$ cat src/rtl/pwm_pkg.sv
// Package: shared definitions for the buffered PWM channel.
// Assumes the write selector is two bits wide; both upper codes address the counter.
package pwm_pkg;

    typedef enum logic [1:0] {
        SEL_DUTY   = 2'd0,
        SEL_PERIOD = 2'd1,
        SEL_CNT    = 2'd2,
        SEL_CNT_AL = 2'd3
    } wr_sel_e;

    // True when a selector value addresses the counter.
    function automatic logic sel_is_counter(input logic [1:0] sel);
        return sel[1];
    endfunction

endpackage

$ cat src/rtl/pwm_regs.sv
// Module: pwm_regs
// Holds the duty and period buffers and their active copies.
// Assumes load_evt marks a period end or counter write in the same cycle;
// while the channel is disabled the active copies track the buffers every cycle.
module pwm_regs
    import pwm_pkg::*;
#(
    parameter int W = 8
) (
    input  logic         clk,
    input  logic         rst_n,
    input  logic         chan_en,
    input  logic         wr_en,
    input  logic [1:0]   wr_sel,
    input  logic [W-1:0] wr_data,
    input  logic         load_evt,
    output logic [W-1:0] duty_act,
    output logic [W-1:0] per_act
);

    logic [W-1:0] duty_buf, per_buf;
    logic [W-1:0] duty_buf_nxt, per_buf_nxt;
    logic         take;

    // Next buffer values, including a write arriving this cycle.
    always_comb begin
        duty_buf_nxt = duty_buf;
        per_buf_nxt  = per_buf;
        if (wr_en && wr_sel == SEL_DUTY)   duty_buf_nxt = wr_data;
        if (wr_en && wr_sel == SEL_PERIOD) per_buf_nxt  = wr_data;
    end

    assign take = load_evt || !chan_en;

    // Buffer registers.
    always_ff @(posedge clk) begin
        if (!rst_n) begin
            duty_buf <= '0;
            per_buf  <= '0;
        end else begin
            duty_buf <= duty_buf_nxt;
            per_buf  <= per_buf_nxt;
        end
    end

    // Active registers: refreshed on a load event or while disabled.
    always_ff @(posedge clk) begin
        if (!rst_n) begin
            duty_act <= '0;
            per_act  <= '0;
        end else if (take) begin
            duty_act <= duty_buf_nxt;
            per_act  <= per_buf_nxt;
        end
    end

    p_act_hold_r6: assert property (@(posedge clk) disable iff (!rst_n)
        (chan_en && !load_evt) |=> ($stable(duty_act) && $stable(per_act)))
        else $error("p_act_hold_r6");

    p_dis_follow_r7: assert property (@(posedge clk) disable iff (!rst_n)
        (!chan_en) |=> (duty_act == duty_buf && per_act == per_buf))
        else $error("p_dis_follow_r7");

endmodule

$ cat src/rtl/pwm_counter.sv
// Module: pwm_counter
// Up/down channel counter with sawtooth and triangle sequences.
// Assumes per_act is stable between period ends; a counter write wins over a tick.
// period_end pulses in the cycle whose edge returns the count to 0 at a boundary.
module pwm_counter #(
    parameter int W = 8
) (
    input  logic         clk,
    input  logic         rst_n,
    input  logic         chan_en,
    input  logic         tick,
    input  logic         center,
    input  logic         cnt_wr,
    input  logic [W-1:0] per_act,
    output logic [W-1:0] cnt,
    output logic         period_end
);

    localparam logic [W:0] ONE_X = (W+1)'(1);

    logic         dir_up;
    logic [W-1:0] cnt_nxt;
    logic         dir_nxt;
    logic         step;
    logic         at_low;

    assign step   = chan_en && tick && !cnt_wr;
    assign at_low = (cnt <= W'(1));

    // Next count, direction and boundary flag.
    always_comb begin
        cnt_nxt    = cnt;
        dir_nxt    = dir_up;
        period_end = 1'b0;
        if (cnt_wr) begin
            cnt_nxt = '0;
            dir_nxt = 1'b1;
        end else if (step) begin
            if (!center) begin
                dir_nxt = 1'b1;
                if (per_act == '0 || ({1'b0, cnt} + ONE_X) >= {1'b0, per_act}) begin
                    cnt_nxt    = '0;
                    period_end = 1'b1;
                end else begin
                    cnt_nxt = cnt + W'(1);
                end
            end else if (per_act == '0) begin
                cnt_nxt    = '0;
                dir_nxt    = 1'b1;
                period_end = 1'b1;
            end else if (dir_up && cnt < per_act) begin
                cnt_nxt = cnt + W'(1);
            end else if (at_low) begin
                cnt_nxt    = '0;
                dir_nxt    = 1'b1;
                period_end = 1'b1;
            end else begin
                cnt_nxt = cnt - W'(1);
                dir_nxt = 1'b0;
            end
        end
    end

    // Count and direction registers.
    always_ff @(posedge clk) begin
        if (!rst_n) begin
            cnt    <= '0;
            dir_up <= 1'b1;
        end else begin
            cnt    <= cnt_nxt;
            dir_up <= dir_nxt;
        end
    end

    p_hold_r2: assert property (@(posedge clk) disable iff (!rst_n)
        (!chan_en && !cnt_wr) |=> $stable(cnt))
        else $error("p_hold_r2");

    p_cwr_zero_r5: assert property (@(posedge clk) disable iff (!rst_n)
        cnt_wr |=> (cnt == '0 && dir_up))
        else $error("p_cwr_zero_r5");

    p_left_wrap_r3: assert property (@(posedge clk) disable iff (!rst_n)
        (step && !center && per_act != '0 && cnt == per_act - W'(1)) |=> (cnt == '0))
        else $error("p_left_wrap_r3");

    p_center_peak_r4: assert property (@(posedge clk) disable iff (!rst_n)
        (step && center && dir_up && per_act > W'(1) && cnt == per_act)
        |=> (!dir_up && cnt == $past(per_act) - W'(1)))
        else $error("p_center_peak_r4");

endmodule

$ cat src/rtl/pwm_outgen.sv
// Module: pwm_outgen
// Decodes the output level from the count and the active settings.
// Assumes all inputs come from registers (or a static polarity pin), so the
// output has no path from the write port; clk/rst_n serve the checks only.
module pwm_outgen #(
    parameter int W = 8
) (
    input  logic         clk,
    input  logic         rst_n,
    input  logic [W-1:0] cnt,
    input  logic [W-1:0] duty_act,
    input  logic [W-1:0] per_act,
    input  logic         pol,
    output logic         pwm_out
);

    logic active;

    // Active while below duty; zero period never active, full duty always active.
    always_comb begin
        if (per_act == '0)            active = 1'b0;
        else if (duty_act >= per_act) active = 1'b1;
        else                          active = (cnt < duty_act);
        pwm_out = pol ? active : !active;
    end

    p_zero_per_r9: assert property (@(posedge clk) disable iff (!rst_n)
        (per_act == '0) |-> (pwm_out == !pol))
        else $error("p_zero_per_r9");

    p_full_duty_r9: assert property (@(posedge clk) disable iff (!rst_n)
        (per_act != '0 && duty_act >= per_act) |-> (pwm_out == pol))
        else $error("p_full_duty_r9");

endmodule

$ cat src/rtl/pwm_chan8.sv
// Module: pwm_chan8
// One buffered PWM channel: register write port, counter, output decode.
// Assumes tick is a single-cycle clock-enable from an external prescaler.
module pwm_chan8
    import pwm_pkg::*;
#(
    parameter int W = 8
) (
    input  logic         clk,
    input  logic         rst_n,
    input  logic         chan_en,
    input  logic         tick,
    input  logic         pol,
    input  logic         center,
    input  logic         wr_en,
    input  logic [1:0]   wr_sel,
    input  logic [W-1:0] wr_data,
    output logic [W-1:0] cnt_rd,
    output logic         pwm_out
);

    logic         cnt_wr;
    logic         period_end;
    logic         load_evt;
    logic [W-1:0] duty_act, per_act, cnt;

    assign cnt_wr   = wr_en && sel_is_counter(wr_sel);
    assign load_evt = period_end || cnt_wr;
    assign cnt_rd   = cnt;

    pwm_regs #(.W(W)) u_regs (
        .clk      (clk),
        .rst_n    (rst_n),
        .chan_en  (chan_en),
        .wr_en    (wr_en),
        .wr_sel   (wr_sel),
        .wr_data  (wr_data),
        .load_evt (load_evt),
        .duty_act (duty_act),
        .per_act  (per_act)
    );

    pwm_counter #(.W(W)) u_cnt (
        .clk        (clk),
        .rst_n      (rst_n),
        .chan_en    (chan_en),
        .tick       (tick),
        .center     (center),
        .cnt_wr     (cnt_wr),
        .per_act    (per_act),
        .cnt        (cnt),
        .period_end (period_end)
    );

    pwm_outgen #(.W(W)) u_out (
        .clk      (clk),
        .rst_n    (rst_n),
        .cnt      (cnt),
        .duty_act (duty_act),
        .per_act  (per_act),
        .pol      (pol),
        .pwm_out  (pwm_out)
    );

endmodule

$ cat config.mk
export PLATFORM = sky130hd
export DESIGN_NAME = pwm_chan8
export DESIGN_NICKNAME = d
export VERILOG_FILES = /design/src/rtl/pwm_pkg.sv /design/src/rtl/pwm_regs.sv /design/src/rtl/pwm_counter.sv /design/src/rtl/pwm_outgen.sv /design/src/rtl/pwm_chan8.sv
export SDC_FILE = /design/constraint.sdc
export NUM_CORES = 1
export LEC_CHECK = 0
export ABC_AREA = 0
export BUFFER_PORTS_ARGS = -buffer_cell sky130_fd_sc_hd__buf_4
export CORE_ASPECT_RATIO = 0.7
export CORE_MARGIN = 3
export CORE_UTILIZATION = 54
export DETAILED_ROUTE_END_ITERATION = 6
export GPL_TIMING_DRIVEN = 0
export PLACE_DENSITY = 0.79
export SETUP_SLACK_MARGIN = 0.2
export SLEW_MARGIN = 40
export SYNTH_ARGS = -nofsm -noshare
export SYNTH_HDL_FRONTEND = slang
export SYNTH_SLANG_ARGS = --single-unit
$ cat constraint.sdc
create_clock -name clk -period 3.4 [get_ports clk]
set_input_delay 0 -clock clk [delete_from_list [all_inputs] [get_ports clk]]
set_output_delay 0 -clock clk [all_outputs]
set_load 0.005 [all_outputs]
# Word level (Yosys, flattened, before mapping)
# Index checks and enable logic that the tools add are counted.
[totals]
ff_bits = 41
inputBits = 17
output_inout_bits = 9
word_cells = 53
[classes]
n_addsub = 3
magnitude_cmp = 5
n_eq_ne = 2
muxes = 20
bitwise_logic = 1
n_reduce_logical = 16
[op_table]
columns = ["op", "count"]
rows = [
  ["2-to-1 mux 8 bit", 7],
  ["less-than comparator 8 bit", 2],
  ["2-to-1 mux 1 bit", 13],
  ["adder 8 x 1 -> 9 bit (second input constant)", 1],
  [">= comparator 9 x 8 -> 1 bit", 1],
  ["adder 8 x 1 -> 8 bit (second input constant)", 1],
  [">= comparator 8 bit", 1],
  ["<= comparator 8 x 1 -> 1 bit (second input constant)", 1],
  ["logical NOT 8 bit", 1],
  ["subtractor 8 x 1 -> 8 bit (second input constant)", 1],
  ["logical AND 1 bit", 6],
  ["logical NOT 1 bit", 3],
  ["logical OR 1 bit", 3],
  ["inequality test 3 x 2 -> 1 bit (second input constant)", 1],
  ["equality test 2 x 1 -> 1 bit (second input constant)", 1],
  ["logical NOT 2 bit", 1],
  ["AND reduction 2 bit", 1],
  ["OR reduction 2 bit", 1],
  ["NOT 1 bit", 1],
]

# Logic depth before layout (Yosys ltp)
[depth]
ltp_word = 9
mapped_depth = 13
mapped_depth_nobuf = 11

# Cells and area by module
# From an unflattened synthesis, not the netlist that was laid out.
[hier_totals]
cells_unflattened = 319
area_unflattened_um2 = 2765.2
[by_module_without_submodules]
columns = ["module", "n_inst", "cells_each", "area_per_inst_um2", "seq_area_each_um2"]
rows = [
  ["pwm_counter", 1, 144, 1191.1, 180.2],
  ["pwm_regs", 1, 116, 1131.1, 640.6],
  ["pwm_outgen", 1, 57, 429.2, 0.0],
  ["pwm_chan8", 1, 2, 13.8, 0.0],
]

# Worst setup path after synthesis
# OpenSTA, ideal clock, no wires.
[synth_timing]
path_kind = "flip-flop to flip-flop"
start = "register u_cnt.cnt[3]"
end = "register u_regs.duty_act[4]"
setup_time_ns = 0.121
arrival_time_ns = 3.204
required_time_ns = 3.279
slack_ns = 0.075
path_stages_with_launch = 14
n_path_buf = 2
synth_period_minus_slack_ns = 3.325
cell_sequence = "dfxtp_1 buf_2 nand3_1 nor3_1 and3_1 xor2_1 ha_1 nand3_1 o21bai_1 a2111oi_0 a41oi_2 a21oi_2 buf_6 mux2_4"
[synth_via]
elab_chain_len = 9
word_cells_on_any_way = 15
cone_classes = "add/sub: 1; order compare: 3; mux: 7; reduce/logical: 4"
[synth_rtl]
columns = ["element", "line_no", "source"]
rows = [
  ["from (decl)", "pwm_counter.sv:15", "output logic [W-1:0] cnt,"],
  ["from (signal assigned)", "pwm_counter.sv:70", "cnt <= cnt_nxt;"],
  ["adder 8 x 1 -> 9 bit (tied with other cells)", "pwm_counter.sv:41", "if (per_act == '0 || ({1'b0, cnt} + ONE_X) >= {1'b0, per_act}) begin"],
  [">= comparator 9 x 8 -> 1 bit (tied with other cells)", "pwm_counter.sv:41", ""],
  ["logical OR 1 bit or 2-to-1 mux 1 bit (tied branches)", "pwm_counter.sv:41, pwm_counter.sv:51", ""],
  ["2-to-1 mux 1 bit, on equally long branches", "pwm_counter.sv:41, pwm_counter.sv:47", ""],
  ["2-to-1 mux 1 bit (*)", "pwm_counter.sv:39", "if (!center) begin"],
  ["2-to-1 mux 1 bit (*)", "pwm_counter.sv:38", "end else if (step) begin"],
  ["2-to-1 mux 1 bit (*)", "pwm_counter.sv:35", "if (cnt_wr) begin"],
  ["logical OR 1 bit (*)", "pwm_chan8.sv:28", "assign load_evt = period_end || cnt_wr;"],
  ["logical OR 1 bit (*)", "pwm_regs.sv:33", "assign take = load_evt || !chan_en;"],
  ["to (signal assigned)", "pwm_regs.sv:52", "duty_act <= duty_buf_nxt;"],
  ["to (decl)", "pwm_regs.sv:17", "output logic [W-1:0] duty_act,"],
]
# Every way passes the cells marked *; elsewhere a longest branch is shown, timed or not.
# A chain may end at the register's enable or synchronous reset.

# Final worst setup path
[layout_timing]
start = "register u_cnt.cnt[3]"
end = "register u_regs.per_act[4]"
[layout_via]
elab_chain_len = 9
word_cells_on_any_way = 15
cone_classes = "add/sub: 1; order compare: 3; mux: 7; reduce/logical: 4"
[layout_rtl]
columns = ["element", "line_no", "source"]
rows = [
  ["adder 8 x 1 -> 9 bit (tied with other cells)", "pwm_counter.sv:41", ""],
  [">= comparator 9 x 8 -> 1 bit (tied with other cells)", "pwm_counter.sv:41", ""],
  ["logical OR 1 bit or 2-to-1 mux 1 bit (tied branches)", "pwm_counter.sv:41, pwm_counter.sv:51", ""],
  ["2-to-1 mux 1 bit, on equally long branches", "pwm_counter.sv:41, pwm_counter.sv:47", ""],
  ["2-to-1 mux 1 bit (*)", "pwm_counter.sv:39", ""],
  ["2-to-1 mux 1 bit (*)", "pwm_counter.sv:38", ""],
  ["2-to-1 mux 1 bit (*)", "pwm_counter.sv:35", ""],
  ["logical OR 1 bit (*)", "pwm_chan8.sv:28", ""],
  ["logical OR 1 bit (*)", "pwm_regs.sv:33", ""],
  ["to (signal assigned)", "pwm_regs.sv:53", "per_act <= per_buf_nxt;"],
  ["to (decl)", "pwm_regs.sv:18", "output logic [W-1:0] per_act"],
]
# Marks and branches as above.

==> qor.yml <==
timing:
  hold_viol: 0
  timing.final.crit_period_ps: 3124
  slew_viol_final: 0
  worst_slew_pin_slew_ps: 655.3
  rsz0062_at_grt: "false"
  hold_slack_ps: 10.09
  slew-limit-headroom: 0.5631
  finalClockSkew_ps: 6.195
  finalSetupViolCount: 0
  post-route-worst-setup-slack_ps: 275.7
  period_share: 0.9189
  max_freq_ghz: 0.3201
clocking:
  cts_made_buffers: 5
  htreeDepth: 2
  cts.clk_slew.worst_paths_ps: 90
  cts_tree: "built"
  clock-sinks: 41
  cts_buffer_depth: 2
  clock_latency_ps: 300
  clockRootBuffer: "clkbuf_8"
global_routing:
  track_usage: 0.2292
  grt-ovfl-total: 0
  antenna_found_initial: 0
  grt_max_degree: 14
  grt_first_pass_wirelength_mm: 10.90
  grt_pass1_vias: 2210
placement:
  io_buffers: 25
  hpwl_mm: 5.039
  place_area_sq_um: 3117
  place.gp.congestion: 0.8921
  pre_cts_ws_ps: -250.9
  dp.cells: 406
worst_setup_path:
  cp-end-kind: "register"
  critPathRequiredTime_ps: 3590
  critical_path_arrival_ps: 3320
  crit_type: "register to register"
  cp_max_fo: 10
  start_kind: "register"
route:
  viasPerCell: 5.784
  drc_errors: 0
  vias: 2412
  first_pass_iters: 5
  drt_iter0_drc: 216
  wl_per_cell_microns: 16.22
  wirelength_mm: 6.763
  ant_nets: 0
flow_run:
  maxCapViolations: 0
pwr:
  clockPowerShare: 0.342
  p_per_area_nw_per_um2: 352.2
  p_leak_nw: 1.489
  switching_share: 0.2898
  ir_worst_vdd_mv: 0.2121
  seq_power_share: 0.430
  internal_power_mw: 0.8383
  combPwrFrac: 0.228
  switching_power_mw: 0.3421
  p_total_mw: 1.180
synth:
  synth_warnings: 0
  ys_seq_area_frac: 0.2900
  syn_inst: 312
  syn_nets: 363
  yosys_register_bits: 41
  syn_area_per_cell_sq_um: 9.071
  async_flop_share: 0
  syn_area_sq_um: 2830
  synthFlopType: "dfxtp_1"
  synth.distinct_cells: 52
  synth_top_family_by_area: "simple AND/OR/NAND/NOR gates"
  synthSimpleGateAreaFrac: 0.2029
  synthMuxAreaShare: 0.1406
  synth_xor_area_frac: 0.03404
  synth-compound-area-share: 0.1322
  synth_edf_count: 0
  synth_fa_ha_area_frac: 0.1503
die:
  core_area_sq_um: 4913
  die_y_microns: 66.57
  dieArea_sq_um: 6160
  rows: 21
  start_util: 0.5760
  io_pins: 26
  die-width_microns: 92.53
finish:
  final_area_sq_um: 3352
  n_antenna_cell: 0
  finalNetCount: 398
  layout-drive-gt1-share: 0.2155
  area_delta_synth_final_pct: 18.43
  finalNonFillerCells: 417
hold_path:
  hold_path_class: "primary input to register"
status:
  outcome: "completed"
power by group through the flow:
stage,logic [mW],clock network [mW],registers [mW]
3_3_place_gp,0.243,0,0.520
2_1_floorplan,0.176,0,0.515
4_1_cts,0.256,0.411,0.510
5_1_grt,0.294,0.432,0.510
6_report,0.269,0.404,0.508
3_5_place_dp,0.250,0,0.520
critical path, cell delays in order, from the launching register on:
cell	delay (ps)
dfxtp_4	380
buf_6	140
nand3_4	110
nor3_4	180
and3_4	230
xor2_2	180
ha_1	270
nand3_1	120
nor2_1	80
a2111oi_2	430
a41oi_2	140
a21oi_4	250
buf_12	170
mux2_4	310
per-layer routing:
metal,GRT usage,routed length (microns)
met3,0.04628,438
met4,0.05370,131
met2,0.3487,2877
met1,0.3317,3315
met5,0,0
synthesized netlist by cell type, types with 5 or more instances:
| library cell | number | area [sq um] |
|---|---|---|
| and2_1 | 17 | 106.4 |
| mux2i_1 | 18 | 180.2 |
| o21ai_0 | 12 | 60.06 |
| a21oi_1 | 14 | 70.07 |
| nor2b_1 | 17 | 106.4 |
| xor2_1 | 6 | 52.55 |
| inv_1 | 19 | 71.32 |
| nand2_1 | 20 | 75.07 |
| xnor2_1 | 5 | 43.79 |
| nor2_1 | 18 | 67.56 |
| dfxtp_1 | 41 | 820.8 |
| mux2_4 | 10 | 150.1 |
| mux2_2 | 5 | 56.30 |
| nand3_1 | 8 | 40.04 |
| clkbuf_1 | 8 | 30.03 |
| ha_1 | 34 | 425.4 |
state kept, by name, summed over array words and instances, names as in the netlist:
signal and flops:
u_regs.duty_act 8, u_cnt.cnt 8, u_cnt.dir_up 1, u_regs.per_act 8, u_regs.duty_buf 8, u_regs.per_buf 8
logic make-up (layout without fill, tap and decap cells):
| logic type | count (synthesis) | in the layout |
|---|---|---|
| and+or+nand+nor | 105 | 105 |
| buffers and inverters | 33 | 69 |
| DFF | 41 | 41 |
| muxes | 34 | 34 |
| AOI/OAI and AO/OA | 54 | 54 |
| xor gates and xnor gates | 11 | 11 |
| adders and majority gates | 34 | 34 |
timing repair:
item / 4_1_cts / 5_1_grt
gates resized for setup: 8 / 25
hold buffers: 0 / 0
setup buffers: 2 / 1
endpoints found under the setup margin: 18 / 24
hold endpoints to repair: 0 / 0
pin swaps: 2 / 3
through the flow:
step           utilization  TNS (ps)
2_1_floorplan            -         0
3_3_place_gp        0.6343     -3064
6_report            0.6822         0
5_1_grt             0.6822         0
3_5_place_dp        0.6343     -2780
4_1_cts             0.6649         0
final timing paths:
kind | start | endpoint | slack (ps) | depth (start not counted)
worst max-delay path | u_cnt.cnt[3] | u_regs.per_act[4] | 280 | 13
worst min register to register | u_cnt.dir_up | u_cnt.dir_up | 510 | 2
worst max register to register | u_cnt.cnt[3] | u_regs.per_act[4] | 280 | 13
worst min-delay path | wr_data[5] | u_regs.per_buf[5] | 10 | 3
cell usage in the layout (no fill, tap or decap), types with 4 or more instances in the layout:
cell and count:
and2_1 17, mux2i_1 18, or3_1 4, nor2b_1 17
buf_4 27, dfxtp_1 36, nand2_1 20, mux2_4 10
clkbuf_8 5, ha_1 33, inv_1 19, nor2_1 17
clkbuf_1 7, o21ai_0 12, a21oi_1 14, nand3_1 7
xnor2_1 5, dfxtp_4 4, xor2_1 5, mux2_2 5
area by class of cell:
class	instances	area, sq um
sequential	41	837.1
tap	69	86.33
multi-input combinational	238	1938
clock buffer	6	72.57
clock inverter	2	38.79
fill	383	1562
inverter	19	71.32
timing repair buffer	28	214.0
buffer	14	93.84
Power figures use the tool's default switching activity.
